$ cat config.mk
export PLATFORM = sky130hd
export DESIGN_NAME = cursor_overlay
export DESIGN_NICKNAME = d
export VERILOG_FILES = /design/src/rtl/cursor_ovl_pkg.sv /design/src/rtl/raster_track.sv /design/src/rtl/pattern_fetch.sv /design/src/rtl/overlay_mix.sv /design/src/rtl/cursor_overlay.sv
export SDC_FILE = /design/constraint.sdc
export NUM_CORES = 1
export LEC_CHECK = 0
export BUFFER_PORTS_ARGS = -buffer_cell sky130_fd_sc_hd__buf_4
export CORE_ASPECT_RATIO = 0.9
export CORE_MARGIN = 4
export CORE_UTILIZATION = 45
export CTS_CLUSTER_DIAMETER = 40
export CTS_CLUSTER_SIZE = 12
export DETAILED_ROUTE_END_ITERATION = 8
export PLACE_DENSITY_LB_ADDON = 0.05
export RECOVER_POWER = 50
export SYNTH_ARGS = -nofsm -noshare
export SYNTH_HDL_FRONTEND = slang
export SYNTH_SLANG_ARGS = --single-unit
export TNS_END_PERCENT = 5
$ cat constraint.sdc
create_clock -name clk -period 5.8 [get_ports clk]
set_clock_uncertainty 0.15 [all_clocks]
set_input_delay 0.87 -clock clk [delete_from_list [all_inputs] [get_ports clk]]
set_output_delay 0.87 -clock clk [all_outputs]
set_load 0.01 [all_outputs]
$ cat src/rtl/cursor_ovl_pkg.sv
package cursor_ovl_pkg;

   localparam int PIX_BITS = 2;

   typedef enum logic [2:0] {
      OVL_VIDEO  = 3'd0,
      OVL_SPR_C0 = 3'd1,
      OVL_SPR_C1 = 3'd2,
      OVL_INVERT = 3'd3,
      OVL_XH_C0  = 3'd4,
      OVL_XH_C1  = 3'd5
   } ovl_sel_e;

   // field order mirrors control bits 6 down to 0
   typedef struct packed {
      logic       spr_en;
      logic       overlap_xh;
      logic       xwin_mode;
      logic       xh_color;
      logic       xh_en;
      logic [1:0] xh_half;
   } cur_ctrl_t;

   function automatic ovl_sel_e decode_sprite(input logic [PIX_BITS-1:0] code,
                                              input logic xwin);
      ovl_sel_e r;
      if (xwin) begin
         unique case (code)
            2'b10:   r = OVL_SPR_C0;
            2'b11:   r = OVL_SPR_C1;
            default: r = OVL_VIDEO;
         endcase
      end else begin
         unique case (code)
            2'b00:   r = OVL_SPR_C0;
            2'b01:   r = OVL_SPR_C1;
            2'b10:   r = OVL_VIDEO;
            default: r = OVL_INVERT;
         endcase
      end
      return r;
   endfunction

endpackage

$ cat src/rtl/raster_track.sv
module raster_track #(
   parameter int COORD_W = 12
) (
   input  logic               clk,
   input  logic               rst_n,
   input  logic               sync_n,
   input  logic               blank_n,
   output logic [COORD_W-1:0] pix_x,
   output logic [COORD_W-1:0] pix_y,
   output logic               fetch_go
);

   logic sync_q, blank_q, sync_seen;
   logic sync_fall, sync_rise, blank_start;

   assign sync_fall   = sync_q & ~sync_n;
   assign sync_rise   = ~sync_q & sync_n;
   assign blank_start = blank_q & ~blank_n;
   // row prefetch starts as sync ends, leaving the whole back porch for it
   assign fetch_go    = ~blank_n & sync_rise;

   always_ff @(posedge clk) begin
      if (!rst_n) begin
         sync_q    <= 1'b1;
         blank_q   <= 1'b0;
         sync_seen <= 1'b0;
         pix_x     <= '0;
         pix_y     <= '1;
      end else begin
         sync_q  <= sync_n;
         blank_q <= blank_n;
         pix_x   <= blank_n ? pix_x + COORD_W'(1) : '0;
         if (blank_start)
            sync_seen <= sync_fall;
         else if (!blank_n && sync_fall)
            sync_seen <= 1'b1;
         // second sync inside one blank means vertical retrace
         if (!blank_n && !blank_start && sync_fall && sync_seen)
            pix_y <= '0;
         else if (blank_start)
            pix_y <= pix_y + COORD_W'(1);
      end
   end

endmodule

$ cat src/rtl/pattern_fetch.sv
module pattern_fetch #(
   parameter int SPRITE_DIM  = 64,
   parameter int MEM_W       = 8,
   parameter bit MSB_FIRST   = 1'b1,
   localparam int BPP        = cursor_ovl_pkg::PIX_BITS,
   localparam int PPW        = MEM_W / BPP,
   localparam int WPR        = SPRITE_DIM / PPW,
   localparam int LOG_DIM    = $clog2(SPRITE_DIM),
   localparam int WI_W       = $clog2(WPR),
   localparam int PIX_W      = $clog2(PPW),
   localparam int ADDR_W     = LOG_DIM + WI_W
) (
   input  logic               clk,
   input  logic               rst_n,
   input  logic               blank_n,
   input  logic               fetch_go,
   input  logic [LOG_DIM-1:0] row,
   input  logic               row_ok,
   input  logic [LOG_DIM-1:0] rd_col,
   output logic               pat_rd,
   output logic [ADDR_W-1:0]  pat_addr,
   input  logic [MEM_W-1:0]   pat_data,
   output logic               line_ok,
   output logic [BPP-1:0]     pix_code
);

   logic               busy, wr_v;
   logic [WI_W-1:0]    rd_idx, wr_idx;
   logic [LOG_DIM-1:0] row_q;
   logic [BPP-1:0]     unpk   [PPW];
   logic [BPP-1:0]     line_q [SPRITE_DIM];

   // picks which end of the word holds the leftmost pixel
   for (genvar p = 0; p < PPW; p++) begin : g_pix
      if (MSB_FIRST) begin : g_msb
         assign unpk[p] = pat_data[(PPW-1-p)*BPP +: BPP];
      end else begin : g_lsb
         assign unpk[p] = pat_data[p*BPP +: BPP];
      end
   end

   assign pat_rd   = busy;
   assign pat_addr = {row_q, rd_idx};
   assign pix_code = line_q[rd_col];

   always_ff @(posedge clk) begin
      if (!rst_n) begin
         busy    <= 1'b0;
         wr_v    <= 1'b0;
         rd_idx  <= '0;
         wr_idx  <= '0;
         row_q   <= '0;
         line_ok <= 1'b0;
      end else begin
         wr_v   <= busy;
         wr_idx <= rd_idx;
         if (fetch_go) begin
            busy    <= 1'b1;
            rd_idx  <= '0;
            row_q   <= row;
            line_ok <= row_ok;
         end else if (busy) begin
            rd_idx <= rd_idx + WI_W'(1);
            if (rd_idx == WI_W'(WPR-1))
               busy <= 1'b0;
         end
      end
   end

   always_ff @(posedge clk) begin
      if (wr_v) begin
         for (int p = 0; p < PPW; p++)
            line_q[{wr_idx, PIX_W'(p)}] <= unpk[p];
      end
   end

   assert_read_in_blank_R11: assert property (@(posedge clk) disable iff (!rst_n)
      pat_rd |-> !blank_n);

endmodule

$ cat src/rtl/overlay_mix.sv
module overlay_mix
   import cursor_ovl_pkg::*;
#(
   parameter int COORD_W = 12,
   localparam int SW     = COORD_W + 2
) (
   input  logic                clk,
   input  logic                rst_n,
   input  logic                blank_n,
   input  logic [COORD_W-1:0]  pix_x,
   input  logic [COORD_W-1:0]  pix_y,
   input  logic [COORD_W-1:0]  cur_x,
   input  logic [COORD_W-1:0]  cur_y,
   input  cur_ctrl_t           ctrl,
   input  logic                spr_present,
   input  logic [PIX_BITS-1:0] spr_code,
   output ovl_sel_e            ovl_q
);

   logic signed [SW-1:0] dx, dy, half;
   logic                 in_v, in_h, xh_on, spr_vis;
   ovl_sel_e             spr_sel, xh_sel, nxt;

   assign dx   = SW'(pix_x) - SW'(cur_x);
   assign dy   = SW'(pix_y) - SW'(cur_y);
   assign half = SW'(ctrl.xh_half);
   assign in_v = (dx >= -half) && (dx <= half);
   assign in_h = (dy >= -half) && (dy <= half);

   assign xh_on   = ctrl.xh_en & (in_v | in_h);
   assign xh_sel  = ctrl.xh_color ? OVL_XH_C1 : OVL_XH_C0;
   assign spr_sel = decode_sprite(spr_code, ctrl.xwin_mode);
   assign spr_vis = ctrl.spr_en & spr_present & (spr_sel != OVL_VIDEO);

   always_comb begin
      if (spr_vis && xh_on)
         nxt = ctrl.overlap_xh ? xh_sel : spr_sel;
      else if (spr_vis)
         nxt = spr_sel;
      else if (xh_on)
         nxt = xh_sel;
      else
         nxt = OVL_VIDEO;
   end

   always_ff @(posedge clk) begin
      if (!rst_n)
         ovl_q <= OVL_VIDEO;
      else
         ovl_q <= blank_n ? nxt : OVL_VIDEO;
   end

   assert_blank_video_R10: assert property (@(posedge clk) disable iff (!rst_n)
      !blank_n |=> ovl_q == OVL_VIDEO);
   assert_no_xh_when_off_R7: assert property (@(posedge clk) disable iff (!rst_n)
      !ctrl.xh_en |=> (ovl_q != OVL_XH_C0) && (ovl_q != OVL_XH_C1));
   assert_no_sprite_when_off_R9: assert property (@(posedge clk) disable iff (!rst_n)
      !ctrl.spr_en |=> (ovl_q == OVL_VIDEO) || (ovl_q == OVL_XH_C0) || (ovl_q == OVL_XH_C1));
   assert_xwin_no_invert_R6: assert property (@(posedge clk) disable iff (!rst_n)
      ctrl.xwin_mode |=> ovl_q != OVL_INVERT);
   assert_all_off_video_R8: assert property (@(posedge clk) disable iff (!rst_n)
      (!ctrl.xh_en && !ctrl.spr_en) |=> ovl_q == OVL_VIDEO);

endmodule

$ cat src/rtl/cursor_overlay.sv
module cursor_overlay
   import cursor_ovl_pkg::*;
#(
   parameter int COORD_W       = 12,
   parameter int SPRITE_DIM    = 64,
   parameter int MEM_W         = 8,
   parameter bit PIX_MSB_FIRST = 1'b1
) (
   input  logic                                     clk,
   input  logic                                     rst_n,
   input  logic                                     sync_n,
   input  logic                                     blank_n,
   input  logic [6:0]                               ctrl_reg,
   input  logic [COORD_W-1:0]                       cur_x,
   input  logic [COORD_W-1:0]                       cur_y,
   input  logic [$clog2(SPRITE_DIM)-1:0]            org_x,
   input  logic [$clog2(SPRITE_DIM)-1:0]            org_y,
   output logic                                     pat_rd,
   output logic [$clog2(SPRITE_DIM*SPRITE_DIM*2/MEM_W)-1:0] pat_addr,
   input  logic [MEM_W-1:0]                         pat_data,
   output logic [2:0]                               ovl_sel
);

   localparam int LOG_DIM = $clog2(SPRITE_DIM);
   localparam int PPW     = MEM_W / PIX_BITS;
   localparam int WPR     = SPRITE_DIM / PPW;
   localparam int SW      = COORD_W + 2;
   localparam logic signed [SW-1:0] DIM_S = SW'(SPRITE_DIM);

   if ((1 << LOG_DIM) != SPRITE_DIM || SPRITE_DIM < 8) begin : g_bad_dim
      $error("SPRITE_DIM must be a power of two of at least 8");
   end
   if (MEM_W % PIX_BITS != 0 || (1 << $clog2(PPW)) != PPW || PPW < 2 || WPR < 2) begin : g_bad_mem
      $error("MEM_W must hold a power-of-two count (>=2) of pixels, below one row");
   end
   if (COORD_W <= LOG_DIM) begin : g_bad_coord
      $error("COORD_W must exceed the sprite index width");
   end

   cur_ctrl_t            ctrl;
   logic [COORD_W-1:0]   pix_x, pix_y;
   logic                 fetch_go, line_ok, row_ok, col_ok;
   logic signed [SW-1:0] cnr_x, cnr_y, col_off, row_off;
   logic [PIX_BITS-1:0]  pix_code;
   ovl_sel_e             ovl_q;

   assign ctrl = cur_ctrl_t'(ctrl_reg);

   // corner = position minus hot spot, may be negative
   assign cnr_x   = SW'(cur_x) - SW'(org_x);
   assign cnr_y   = SW'(cur_y) - SW'(org_y);
   assign col_off = SW'(pix_x) - cnr_x;
   assign row_off = SW'(pix_y) - cnr_y;
   assign col_ok  = !col_off[SW-1] && (col_off < DIM_S);
   assign row_ok  = !row_off[SW-1] && (row_off < DIM_S);

   raster_track #(.COORD_W(COORD_W)) u_track (
      .clk      (clk),
      .rst_n    (rst_n),
      .sync_n   (sync_n),
      .blank_n  (blank_n),
      .pix_x    (pix_x),
      .pix_y    (pix_y),
      .fetch_go (fetch_go)
   );

   pattern_fetch #(
      .SPRITE_DIM (SPRITE_DIM),
      .MEM_W      (MEM_W),
      .MSB_FIRST  (PIX_MSB_FIRST)
   ) u_fetch (
      .clk      (clk),
      .rst_n    (rst_n),
      .blank_n  (blank_n),
      .fetch_go (fetch_go),
      .row      (row_off[LOG_DIM-1:0]),
      .row_ok   (row_ok),
      .rd_col   (col_off[LOG_DIM-1:0]),
      .pat_rd   (pat_rd),
      .pat_addr (pat_addr),
      .pat_data (pat_data),
      .line_ok  (line_ok),
      .pix_code (pix_code)
   );

   overlay_mix #(.COORD_W(COORD_W)) u_mix (
      .clk         (clk),
      .rst_n       (rst_n),
      .blank_n     (blank_n),
      .pix_x       (pix_x),
      .pix_y       (pix_y),
      .cur_x       (cur_x),
      .cur_y       (cur_y),
      .ctrl        (ctrl),
      .spr_present (line_ok & col_ok),
      .spr_code    (pix_code),
      .ovl_q       (ovl_q)
   );

   assign ovl_sel = ovl_q;

   assert_reset_video_R1: assert property (@(posedge clk)
      !rst_n |=> ovl_sel == 3'd0);

endmodule

Yosys cells after proc, flatten, opt, wreduce, memory -nomap -nowiden
Memory sizes are Yosys's and may differ from the RTL's.
Cells that the tools add are included.
{"block": "word_totals", "regBits": 47, "mem_bits_rw": 128, "in_bits": 55, "output_inout_bits": 14, "word_cells": 82, "memories": 1}
{"block": "op_classes", "n_addsub": 10, "n_lt_le_gt_ge": 6, "n_eq_ne": 4, "mux": 17, "n_bitwise": 13, "reduce_logical": 19}
{"memory": "u_fetch.line_q", "depth": 64, "word_bits": 2, "rd": 1, "rd_ports_with_merged_regs": 0, "write_ports": 4, "line_no": "pattern_fetch.sv:31", "text": "logic [BPP-1:0] line_q [SPRITE_DIM];"}
{"op": ">= comparator 14 bit", "count": 2}
{"op": "<= comparator 14 x 3 -> 1 bit", "count": 2}
{"op": "less-than comparator 14 x 8 -> 1 bit (second input constant)", "count": 2}
{"op": "subtractor 13 x 13 -> 14 bit", "count": 2}
{"op": "subtractor 12 x 12 -> 13 bit", "count": 2}
{"op": "subtractor 12 x 6 -> 13 bit", "count": 2}
{"op": "adder 12 x 1 -> 12 bit (second input constant)", "count": 2}
{"op": "2-to-1 mux 12 bit", "count": 2}
{"op": "2-to-1 mux 3 bit", "count": 5}
{"op": "negation 2 -> 14 bit", "count": 1}
{"op": "logical AND 1 bit", "count": 9}
{"op": "AND 1 bit", "count": 8}
{"op": "2-to-1 mux 1 bit", "count": 8}
{"op": "case mux 2 bit (3 select lines)", "count": 1}
{"op": "adder 4 x 1 -> 4 bit (second input constant)", "count": 1}
{"op": "== test 2 bit (second input constant)", "count": 2}
{"op": "== test 4 bit (second input constant)", "count": 1}
{"op": "zero test 1 bit", "count": 4}
{"op": "inverter 1 bit", "count": 4}
{"op": "case mux 2 bit (2 select lines)", "count": 1}
{"op": "nonzero test 2 bit", "count": 2}
{"op": "nonzero test 3 bit", "count": 1}
{"op": "== test 2 x 1 -> 1 bit (second input constant)", "count": 1}
{"op": "zero test 2 bit", "count": 1}
{"op": "3 further kinds", "count": 3}

Logic depth before layout (Yosys ltp)
Gate-level depths: netlist (run 1).
An unclocked memory read counts as a cell.
{"block": "depth", "depth_word": 10, "depth_mapped": 23, "depth_no_buf": 23}

By module
From an unflattened synthesis (run 1), not the netlist that was laid out.
{"block": "unflattened", "cells_unflattened": 983, "area_unflattened_um2": 10918.0}
{"mod": "pattern_fetch", "instances": 1, "cells_each": 300, "area_per_inst_um2": 5645.4, "seq_area_each_um2": 4184.0}
{"mod": "overlay_mix", "instances": 1, "cells_each": 284, "area_per_inst_um2": 2115.8, "seq_area_each_um2": 60.1}
{"mod": "cursor_overlay", "instances": 1, "cells_each": 269, "area_per_inst_um2": 1930.6, "seq_area_each_um2": 0.0}
{"mod": "raster_track", "instances": 1, "cells_each": 130, "area_per_inst_um2": 1226.2, "seq_area_each_um2": 540.5}

Least setup slack after synthesis (run 1)
Ideal clock, no wire load.
{"block": "synth_timing", "kind": "input to register", "startpoint": "input cur_x[0]", "endpoint": "register u_mix.ovl_q[0]", "setup_ns": 0.092, "arrival_time_ns": 5.341, "t_required_ns": 5.558, "path_slack_ns": 0.217, "stages": 19, "n_path_buf": 2, "cell_sequence": "inv_1 ha_1 fa_1 inv_1 fa_1 clkbuf_1 clkbuf_1 mux4_2 mux4_2 a211oi_1 a31oi_1 ha_1 or3b_2 o2111ai_1 nor4_1 nand4_1 a31oi_1 a41o_1 o32ai_1"}
{"block": "synth_between", "elab_chain_cells": 10, "word_cells_on_any_way": 28, "cone_classes": "add/sub (3); order compare (3); eq/ne (3); mux (7); bitwise (5); reduce/logical (6); memory (1)"}
{"item": "start, declared", "line_no": "cursor_overlay.sv:14", "text": "input logic [COORD_W-1:0] cur_x,"}
{"item": "subtractor 12 x 6 -> 13 bit", "line_no": "cursor_overlay.sv:50", "text": "assign cnr_x = SW'(cur_x) - SW'(org_x);"}
{"item": "subtractor 13 x 13 -> 14 bit", "line_no": "cursor_overlay.sv:52", "text": "assign col_off = SW'(pix_x) - cnr_x;"}
{"item": "memory read (64 x 2 bit)"}
{"item": "== test 2 bit, or another cell as far along", "line_no": "cursor_ovl_pkg.sv:28, cursor_ovl_pkg.sv:34"}
{"item": "case mux 2 bit (3 select lines) / case mux 2 bit (2 select lines) (equally long branches)", "line_no": "cursor_ovl_pkg.sv:34, cursor_ovl_pkg.sv:28"}
{"item": "2-to-1 mux 3 bit", "line_no": "cursor_ovl_pkg.sv:27", "text": "if (xwin) begin"}
{"item": "nonzero test 3 bit", "line_no": "overlay_mix.sv:33", "text": "assign spr_vis = ctrl.spr_en & spr_present & (spr_sel != OVL_VIDEO);"}
{"item": "AND 1 bit", "line_no": "overlay_mix.sv:33"}
{"item": "2-to-1 mux 3 bit / logical AND 1 bit (equally long branches)", "line_no": "overlay_mix.sv:38, overlay_mix.sv:36"}
{"item": "2-to-1 mux 3 bit (*)", "line_no": "overlay_mix.sv:36", "text": "if (spr_vis && xh_on)"}
{"item": "end signal, assigned", "line_no": "overlay_mix.sv:50", "text": "ovl_q <= blank_n ? nxt : OVL_VIDEO;"}
{"item": "end, declared", "line_no": "overlay_mix.sv:17", "text": "output ovl_sel_e ovl_q"}
Every way passes the cells marked *; elsewhere a longest branch is shown, timed or not.
A chain may end at the register's enable or synchronous reset.

Final worst setup path (run 1)
Ends and elaborated chain as after synthesis.

==> flow_summary.toml, run 1 <==
[placed_design]
gp_congestion = 0.826
place_area_um2 = 11200
place_inst = 1250
dp_hpwl_um = 17400
io_buffers = 68

[timing]
finalSetupTns_ns = 0
rsz0062_at_grt = "false"
post-route-period-util = 0.880
tightest_slew_ns = 1.18
final-setup-viol-count = 0
post-route-min-period_ns = 5.11
slew_viol_final = 0
fmax_mhz = 196
timing.slew.headroom = 0.207
finalHoldViolCount = 0

[clock_tree]
cts_tree = "done"
htreeDepth = 4
cts_max_path_buffers = 2
clk_pin_slew_worst_paths_ns = 0.08
hold_buffers = 0
cts_buffers = 17
cts_num_sinks = 175
cts_resized = 0
cts-root-buf = "clkbuf_16"
cts_setup_buffers = 0
clkLatencyLatePin_ns = 0.44

[hold_path]
min_to = "u_fetch.row_q[2]$_SDFFE_PN0P_"
hold_path_depth = 2
hp-start = "u_fetch.row_q[2]$_SDFFE_PN0P_"
holdCritPathClass = "reg -> reg"

[die]
die-area_um2 = 25400
start_util = 0.459
ios = 69
std_cell_rows = 52
coreArea_um2 = 22500
die_y_um = 152
die_width_um = 168

[drt]
drt-total-wl_um = 23600
drtPass1Iterations = 5
vias = 7093
ant_nets = 0
drt_iter0_drc = 477
routedWlPerCell_um = 18.4
viasPerCell = 5.53
drc = 0

[finish]
syn2layout_area_growth_pct = 14.2
nFillCells = 2047
final_common_cell = "edfxtp_1"
stdcell_count = 1282
multi_input_area_um2 = 5220
final_util = 0.524
register_area_um2 = 4780
fin_area_um2 = 11800
drive_gt1_frac = 0.146
antenna_cells = 0
final_cell_mix = "edfxtp_1, ha_1, inv_1, buf_4, nor2_1"
nNetsFinal = 1127

[critical_path]
worst-r2r-setup-slack_ns = 1.43
r2r_start = "u_track.pix_x[0]$_SDFF_PN0_"
start_kind = "input pin"
path_max_fanout = 8
critical_path.endpoint_type = "flop"
rr_worst_depth = 17
r2r-end = "u_mix.ovl_q[0]$_SDFF_PN0_"
worst_ep_required_time_ns = 5.99
critical_path_class = "in -> reg"
arrival_ns = 5.30

[global_routing]
grt_pass1_wl_um = 38300
grt_pass1_vias = 6935
overflow = 0
antenna_found_initial = 1
grt_usage = 0.191
grt_max_degree = 33

[logic_synthesis]
ys_seq_area_frac = 0.463
synthDistinctLibCells = 64
synthesis.nets = 1049
synth-seq-cells = 175
netlist_instances = 894
synth_edf_count = 128
synth_top_flop_cell = "edfxtp_1"
ys_warn_count = 0
syn_area_per_cell_um2 = 11.6
async_flop_share = 0
netlist_area_um2 = 10300

[power_and_ir_drop]
powerDensity_nw_per_um2 = 287
p_leak_uw = 0.00461
ir_worst_vdd_v = 0.000210

[run_status]
status = "finished clean"

[run]
drv_cap = 0
[critical path, cell delays in order]
cell and delay, ns:
buf_4 0.08, inv_1 0.03, ha_1 0.21, fa_1 0.48, ha_1 0.28, nor2b_1 0.14, o31ai_2 0.49, and2_1 0.46
mux4_2 0.35, and2_1 0.16, a211oi_1 0.22, a31oi_1 0.10, ha_1 0.25, or3b_2 0.46, o2111ai_1 0.11, nor4_1 0.09
nand4_1 0.09, a31oi_1 0.06, a41o_1 0.24, o32ai_1 0.11
[final cells by class]
type,count,area share
Clock buffer,17,0.0361
Inverter,74,0.0235
Multi-Input combinational cell,630,0.442
Tap cell,297,0.0315
Clock inverter,15,0.0156
Sequential cell,175,0.406
Timing Repair Buffer,74,0.0457
[logic make-up (layout without fill, tap and decap cells)]
logic type	Yosys count	count (layout)	share of synthesized area
XOR/XNOR	68	68	0.0577
AND/OR/NAND/NOR	232	232	0.114
multiplexers	48	48	0.0905
buffers and inverters	89	180	0.0327
AO/OA/AOI/OAI	182	182	0.116
adder cells (fa/ha/maj)	100	100	0.126
flip-flops	175	175	0.463
[state kept, by name, indices dropped and copies added (netlist names), 3 cells and up]
name / count
u_mix.ovl_q: 3
u_track.pix_x: 12
u_fetch.line_q: 128
u_fetch.wr_idx: 4
u_fetch.rd_idx: 4
u_track.pix_y: 12
u_fetch.row_q: 6
[synth_stat cells, types with 3 or more instances]
| master | count | area, µm² |
|---|---|---|
| a2111oi_0 | 3 | 26.3 |
| a211oi_1 | 8 | 60.1 |
| a21o_1 | 22 | 165 |
| a21oi_1 | 35 | 175 |
| a221oi_1 | 3 | 26.3 |
| a31oi_1 | 7 | 43.8 |
| and2_1 | 13 | 81.3 |
| and3_1 | 11 | 68.8 |
| buf_2 | 3 | 15.0 |
| clkbuf_1 | 11 | 41.3 |
| dfxtp_1 | 47 | 941 |
| edfxtp_1 | 128 | 3840 |
| fa_1 | 6 | 120 |
| ha_1 | 94 | 1180 |
| inv_1 | 74 | 278 |
| mux2_2 | 3 | 33.8 |
| mux2i_1 | 9 | 90.1 |
| mux4_2 | 36 | 811 |
| nand2_1 | 46 | 173 |
| nand2b_1 | 11 | 68.8 |
| nand3_1 | 30 | 150 |
| nand3b_1 | 5 | 37.5 |
| nand4_1 | 8 | 50.1 |
| nor2_1 | 57 | 214 |
| nor2b_1 | 13 | 81.3 |
| nor3_1 | 10 | 50.1 |
| nor4_1 | 7 | 43.8 |
| o2111ai_1 | 3 | 26.3 |
| o211ai_1 | 12 | 90.1 |
| o21a_1 | 7 | 52.6 |
| o21ai_0 | 50 | 250 |
| o21bai_1 | 5 | 37.5 |
| or3_1 | 6 | 37.5 |
| or4_1 | 6 | 45.0 |
| xnor2_1 | 41 | 359 |
| xor2_1 | 27 | 236 |
[metal layers]
| layer | up-vias | wire length (µm) | GRT usage |
|---|---|---|---|
| met4 | 0 | 197 | 0.0430 |
| met3 | 17 | 834 | 0.0267 |
| met2 | 144 | 10800 | 0.304 |
| met5 | - | 0 | 0 |
| met1 | 3407 | 11800 | 0.281 |
| li1 | 3525 | - | - |
[how the worst max path moves through the flow]
| stage | startpoint | to | slack [ns] | cells after the start |
|---|---|---|---|---|
| detailed placement | cur_x[0] | u_mix.ovl_q[0]$_SDFF_PN0_ | 0.23 | 20 |
| global placement | cur_x[0] | u_mix.ovl_q[0]$_SDFF_PN0_ | 0.37 | 20 |
| global route | cur_x[0] | u_mix.ovl_q[0]$_SDFF_PN0_ | 0.40 | 20 |
| finish | cur_x[0] | u_mix.ovl_q[0]$_SDFF_PN0_ | 0.69 | 20 |
| floorplan | cur_x[0] | u_mix.ovl_q[0]$_SDFF_PN0_ | 0.22 | 19 |
| CTS | cur_x[0] | u_mix.ovl_q[0]$_SDFF_PN0_ | 0.68 | 20 |
[through the flow]
step	setup WS, ns	hold slack (ns)	power, µW
after global placement	0.370	0.298	2250
final	0.694	0.318	3380
after global routing	0.399	0.362	3560
after CTS	0.676	0.325	3420
after floorplan	0.217	0.280	2010
after detailed placement	0.232	0.306	2260
[report_power, final]
group / total, µW / internal (µW) / switching, µW
registers: 1370 / 1350 / 16.4
clock network: 1160 / 585 / 572
logic: 857 / 401 / 457
total: 3380 / 2340 / 1050
Power figures use the tool's default switching activity.
==> run 2, diff against run 1 <==
- SYNTH_HIERARCHICAL: not set -> 1
==> run 2 against run 1 <==
Compared with the run above:
- core utilization is essentially flat
- sequential cell count is the same
- final cell count grew 7.3%
- wire length grew 9.3%
- sequential share of layout area shrank 1.9 points
- die area grew 5.4%
- area after synthesis grew 5.7%
- critical path type unchanged
- largest power group unchanged
==> flow_summary.toml, run 2 <==
[run_status]
status = "finished clean"

[clock_tree]
clk_pin_slew_worst_paths_ns = 0.07
cts-root-buf = "clkbuf_16"
cts_tree = "done"
htreeDepth = 4
cts_resized = 0
cts_max_path_buffers = 2
cts_setup_buffers = 0
cts_buffers = 17
clkLatencyLatePin_ns = 0.42
cts_num_sinks = 175
hold_buffers = 0

[die]
start_util = 0.462
ios = 69
die_y_um = 156
die-area_um2 = 26800
coreArea_um2 = 23600
die_width_um = 172
std_cell_rows = 53

[logic_synthesis]
netlist_area_um2 = 10900
synth_top_area_share = 0.352
syn_area_per_cell_um2 = 11.1
ys_warn_count = 6
synth_most_common_cell = "edfxtp_1"
synthesis.nets = 1139
ys_seq_area_frac = 0.438
synth-seq-cells = 175
synth.area.top_cells = "edfxtp_1, ha_1, dfxtp_1"
synth_top_flop_cell = "edfxtp_1"
synth_area_leader_cell = "edfxtp_1"
synthTopCellsByCount = "edfxtp_1, ha_1, inv_1"
async_flop_share = 0
synth_edf_count = 128
netlist_instances = 983
synthDistinctLibCells = 79

[finish]
final_common_cell = "edfxtp_1"
antenna_cells = 0
nFillCells = 2138
syn2layout_area_growth_pct = 13.4
stdcell_count = 1376
drive_gt1_frac = 0.140
final_cell_mix = "edfxtp_1, ha_1, inv_1, buf_4, nor2_1"
largest_reg_flops = 128
regMostFlops = "u_fetch/line_q"
nNetsFinal = 1217
multi_input_area_um2 = 5760
register_area_um2 = 4780
top_regs = "u_fetch/line_q (128), u_track/pix_x (12), u_track/pix_y (12)"
fin_area_um2 = 12400

[power_and_ir_drop]
ir_worst_vdd_v = 0.000196
p_leak_uw = 0.00478
powerDensity_nw_per_um2 = 287
power.total_uw = 3550

[critical_path]
critical_path.endpoint_type = "flop"
rr_worst_depth = 14
cp_top_family = "compound AO/OA/AOI/OAI gates"
path_max_fanout = 15
critical_path_class = "in -> reg"
r2r-end = "u_mix/ovl_q[0]$_SDFF_PN0_"
crit_slowest_cell = "xnor2_1"
worst-r2r-setup-slack_ns = 1.40
critPathLaunch = "cur_x[1]"
start_kind = "input pin"
max_stage_delay_ns = 0.89
critical_path.most_common_cell = "ha_1"
worstPathCellList = "buf_4 > ha_1 > nor2b_1 > o21a_1 > or2_2 > xnor2_1 > ha_1 > xnor2_1 > mux4_2 > o21a_1 > a311oi_1 > a311oi_1 > ha_1 > mux2i_1 > a211oi_1 > nor2_1"
worst_ep_required_time_ns = 5.94
path_buf_inv = 1
r2r_start = "u_track/pix_x[1]$_SDFF_PN0_"
arrival_ns = 5.03

[timing]
final-setup-viol-count = 0
slew_viol_final = 0
finalHoldViolCount = 0
post-route-min-period_ns = 4.89
timing.slew.headroom = 0.145
tightest_slew_ns = 1.27
rsz0062_at_grt = "false"
fmax_mhz = 205
post-route-period-util = 0.843
finalSetupTns_ns = 0

[global_routing]
grt_max_degree = 32
grt_usage = 0.197
overflow = 0
antenna_found_initial = 0
grt_pass1_wl_um = 41300
grt_pass1_vias = 7562

[placed_design]
dp_hpwl_um = 19200
place_area_um2 = 11800
gp_congestion = 0.833
io_buffers = 68
place_inst = 1344

[drt]
drtPass1Iterations = 5
drt-total-wl_um = 25800
drt_iter0_drc = 534
drc = 0
ant_nets = 0
routedWlPerCell_um = 18.8
vias = 7853
viasPerCell = 5.71

[hold_path]
hold_path_depth = 2
holdCritPathClass = "reg -> reg"
min_to = "u_fetch/row_q[1]$_SDFFE_PN0P_"
hp-start = "u_fetch/row_q[1]$_SDFFE_PN0P_"

[run]
drv_cap = 0
-- run 2: cell count changes in the layout (fill, tap and decap cells not counted), sizes merged, moves of 5 or more --
| cell | previous run | this run |
|---|---|---|
| nor2 | 57 | 65 |
| mux2i | 9 | 18 |
| buf | 63 | 68 |
| o211ai | 12 | 6 |
| nor3 | 10 | 22 |
| a21oi | 36 | 60 |
| a21o | 23 | 13 |
| a31oi | 7 | 2 |
| nand2b | 11 | 19 |
| nor2b | 13 | 23 |
| nand4 | 8 | 15 |
| mux4 | 36 | 29 |
-- run 2: power breakdown --
group	internal, µW	switching [µW]
clock	696	510
combinational	424	542
sequential	1350	22.6
-- run 2: how the worst max path moves through the flow --
stage / to / slack [ns] / cells past startpoint
finish: u_mix/ovl_q[2]$_SDFF_PN0_ / 0.91 / 16
global route: u_mix/ovl_q[0]$_SDFF_PN0_ / 0.48 / 19
CTS: u_mix/ovl_q[0]$_SDFF_PN0_ / 0.95 / 19
detailed placement: u_mix/ovl_q[0]$_SDFF_PN0_ / 0.51 / 19
global placement: u_mix/ovl_q[0]$_SDFF_PN0_ / 0.47 / 19
floorplan: u_mix/ovl_q[0]$_SDFF_PN0_ / 1.36 / 17
-- run 2: through the flow --
stage | hold WS (ns) | utilization | worst slack (ns)
4_1_cts | 0.378 | 0.526 | 0.953
2_1_floorplan | 0.302 | - | 1.36
6_report | 0.371 | 0.524 | 0.912
3_3_place_gp | 0.355 | 0.499 | 0.472
5_1_grt | 0.409 | 0.524 | 0.485
3_5_place_dp | 0.360 | 0.499 | 0.506
-- run 2: worst min-delay path: stages (launching register included) --
cell and delay, ns:
dfxtp_1 0.33, mux2i_1 0.07, nor2b_1 0.09
-- run 2: kinds of logic after synthesis --
logic type	count (synthesis)	synth area share
fa+ha+maj	101	0.120
xor+xnor	70	0.0562
simple gates	284	0.142
compound gates	210	0.129
buf+inv	94	0.0347
mux	49	0.0798
flops	175	0.438
-- run 2: per-layer routing --
metal,vias up,GRT usage,share of wire
li1,3881,-,-
met1,3808,0.310,0.52
met2,150,0.292,0.43
met3,14,0.0317,0.039
met4,0,0.0352,0.0076
met5,-,0,0
-- run 2: area by class of cell --
cell class | instances | area share
clock inverters | 15 | 0.0166
multi-input cells | 714 | 0.465
clock buffers | 17 | 0.0344
well taps | 302 | 0.0305
repair buffers | 77 | 0.0440
flip-flops and latches | 175 | 0.386
inverters | 76 | 0.0230
==> run 3, diff against run 2 <==
- clock period: 5.8 -> 4.2 ns (I/O delays scaled with it)
==> run 3 against run 2 <==
Compared with the run above:
- register-to-register slack got worse by 1.2 ns
- clock power grew 22%
- clock-buffer cell count up 1
- final area is 11% higher
- total power grew 45%
- worst hold slack got worse by 0.078 ns
- sequential share of layout area decreased by 3.8 points
- wire length rose by 4.7%
- die area stayed put
- first-iteration DRC count fell by 15%
- core utilization up 5.8 points
- via count grew 6.1%
- critical endpoint is now u_mix/ovl_q[0]$_SDFF_PN0_
- largest cell class unchanged
- highest routed layer unchanged
==> flow_summary.toml, run 3 (synthesis gave the netlist of run 2 again) <==
[timing]
tightest_slew_ns = 1.28
whs_ns = 0.293
setup_slack_ns = 0.101
rsz0062_at_grt = "true"
post-route-min-period_ns = 4.10
timing.slew.headroom = 0.138
fmax_mhz = 244
slew_viol_final = 0
final-setup-viol-count = 0
finalHoldViolCount = 0
post-route-period-util = 0.976

[critical_path]
worst_ep_required_time_ns = 4.38
worst-r2r-setup-slack_ns = 0.21
r2r-end = "u_mix/ovl_q[0]$_SDFF_PN0_"
critical_path_class = "in -> reg"
path_max_fanout = 5
critical_path.endpoint_type = "flop"
r2r_start = "u_track/pix_x[6]$_SDFF_PN0_"
worstPathCellList = "buf_4 > inv_2 > ha_4 > nor2b_2 > o21a_1 > or2_4 > xnor2_2 > ha_1 > buf_4 > xnor2_4 > buf_6 > mux4_2 > o21a_1 > a311oi_2 > a311oi_4 > buf_4 > ha_1 > a21oi_2 > o31ai_2 > o32ai_2"
crit_slowest_cell = "a311oi_2"
max_stage_delay_ns = 0.37
rr_worst_depth = 14
critPathLaunch = "org_x[1]"
endpoint = "u_mix/ovl_q[0]$_SDFF_PN0_"
arrival_ns = 4.28
start_kind = "input pin"
critical_path.most_common_cell = "buf_4"

[placed_design]
io_buffers = 68
gp_congestion = 0.864
preCtsSetupSlack_ns = -0.398
dp_hpwl_um = 20400
place_area_um2 = 12900

[power_and_ir_drop]
p_clk_frac = 0.287
ir_worst_vdd_v = 0.000294
p_leak_uw = 0.00550
power.total_uw = 5140
power_frac_comb = 0.346
power_frac_seq = 0.367
switching_share = 0.313
p_int_uw = 3530
powerDensity_nw_per_um2 = 374
p_switching_uw = 1610

[clock_tree]
clkLatencyLatePin_ns = 0.42
cts-root-buf = "clkbuf_16"
clk_pin_slew_worst_paths_ns = 0.07
cts_num_sinks = 175
cts_tree = "done"
cts_buffers = 17
cts_max_path_buffers = 2
htreeDepth = 4
hold_buffers = 0

[die]
start_util = 0.462
die-area_um2 = 26800
die_width_um = 172
ios = 69
die_y_um = 156
std_cell_rows = 53
coreArea_um2 = 23600

[finish]
final_util = 0.582
regMostFlops = "u_fetch/line_q"
final_cell_mix = "buf_4, edfxtp_1, ha_1, inv_1, nor2_1"
multi_input_area_um2 = 6050
largest_reg_flops = 128
nFillCells = 2065
top_regs = "u_fetch/line_q (128), u_track/pix_x (12), u_track/pix_y (12)"
nNetsFinal = 1362
fin_area_um2 = 13700
antenna_cells = 0
register_area_um2 = 4780
final_common_cell = "buf_4"
drive_gt1_frac = 0.272
syn2layout_area_growth_pct = 25.8

[hold_path]
hold_path_depth = 3
holdCritPathClass = "in -> reg"

[drt]
drt_iter0_drc = 452
vias = 8334
routedWlPerCell_um = 17.8
drt-total-wl_um = 27000
drtPass1Iterations = 5
ant_nets = 0
viasPerCell = 5.48
drc = 0

[global_routing]
grt_max_degree = 32
antenna_found_initial = 0
grt_pass1_vias = 8150
grt_usage = 0.204
overflow = 0
grt_pass1_wl_um = 43100

[run]
drv_cap = 0

[run_status]
status = "finished clean"
[run 3: cell types whose count changed in the layout (fill, tap and decap cells not counted), moves of 4 or more]
cell	previous run	this run
a21oi_1	58	51
ha_1	95	91
buf_4	68	205
buf_12	0	4
a21oi_2	2	8
clkinvlp_4	1	5
[run 3: critical path: cells and delay by family]
family / cells / cell delay (ns)
adders and majority gates: 3 / 0.71
xor gates and xnor gates: 2 / 0.30
muxes: 1 / 0.31
and+or+nand+nor: 2 / 0.39
buffers and inverters: 5 / 0.68
AOI/OAI and AO/OA: 7 / 1.24
[run 3: power groups by stage]
stage / clock, µW / combinational (µW) / sequential, µW
after floorplan: 0 / 980 / 1930
after global placement: 0 / 1570 / 1920
after detailed placement: 0 / 1580 / 1920
after CTS: 1520 / 1600 / 1890
after global routing: 1600 / 1960 / 1890
final: 1480 / 1780 / 1890
[run 3: through the flow]
stage	instances	TNS, ns
finish	1521	0
global route	1521	-0.0862
CTS	1517	0
detailed placement	1485	-0.923
global placement	1485	-0.774
floorplan	983	0
[run 3: worst min path at each step]
stage / startpoint / end / slack, ns
6_report: sync_n / u_track/sync_q$_SDFF_PN1_ / 0.29
5_1_grt: sync_n / u_track/sync_q$_SDFF_PN1_ / 0.29
4_1_cts: sync_n / u_track/sync_q$_SDFF_PN1_ / 0.28
3_5_place_dp: u_fetch/row_q[2]$_SDFFE_PN0P_ / u_fetch/row_q[2]$_SDFFE_PN0P_ / 0.36
3_3_place_gp: u_fetch/row_q[0]$_SDFFE_PN0P_ / u_fetch/row_q[0]$_SDFFE_PN0P_ / 0.36
2_1_floorplan: u_track/pix_x[0]$_SDFF_PN0_ / u_track/pix_x[0]$_SDFF_PN0_ / 0.30
[run 3: metal layers]
layer	vias up	track usage	wire [µm]
li1	4157	-	-
met1	3962	0.314	13500
met2	194	0.302	12000
met3	21	0.0337	1230
met4	0	0.0449	313
met5	-	0	0
[run 3: area by class of cell]
| cell class | count | area share |
|---|---|---|
| clock inverter | 14 | 0.00956 |
| tap | 302 | 0.0275 |
| clock buffer | 18 | 0.0312 |
| sequential | 175 | 0.348 |
| inverter | 76 | 0.0208 |
| multi-input combinational | 714 | 0.440 |
| timing repair buffer | 222 | 0.123 |
[run 3: timing repair]
action / in CTS / in global routing
gates cloned: 0 / 2
gates resized for setup: 2 / 54
buffers inserted: 0 / 2
pin swaps: 0 / 24
setup endpoints to repair: 1 / 3
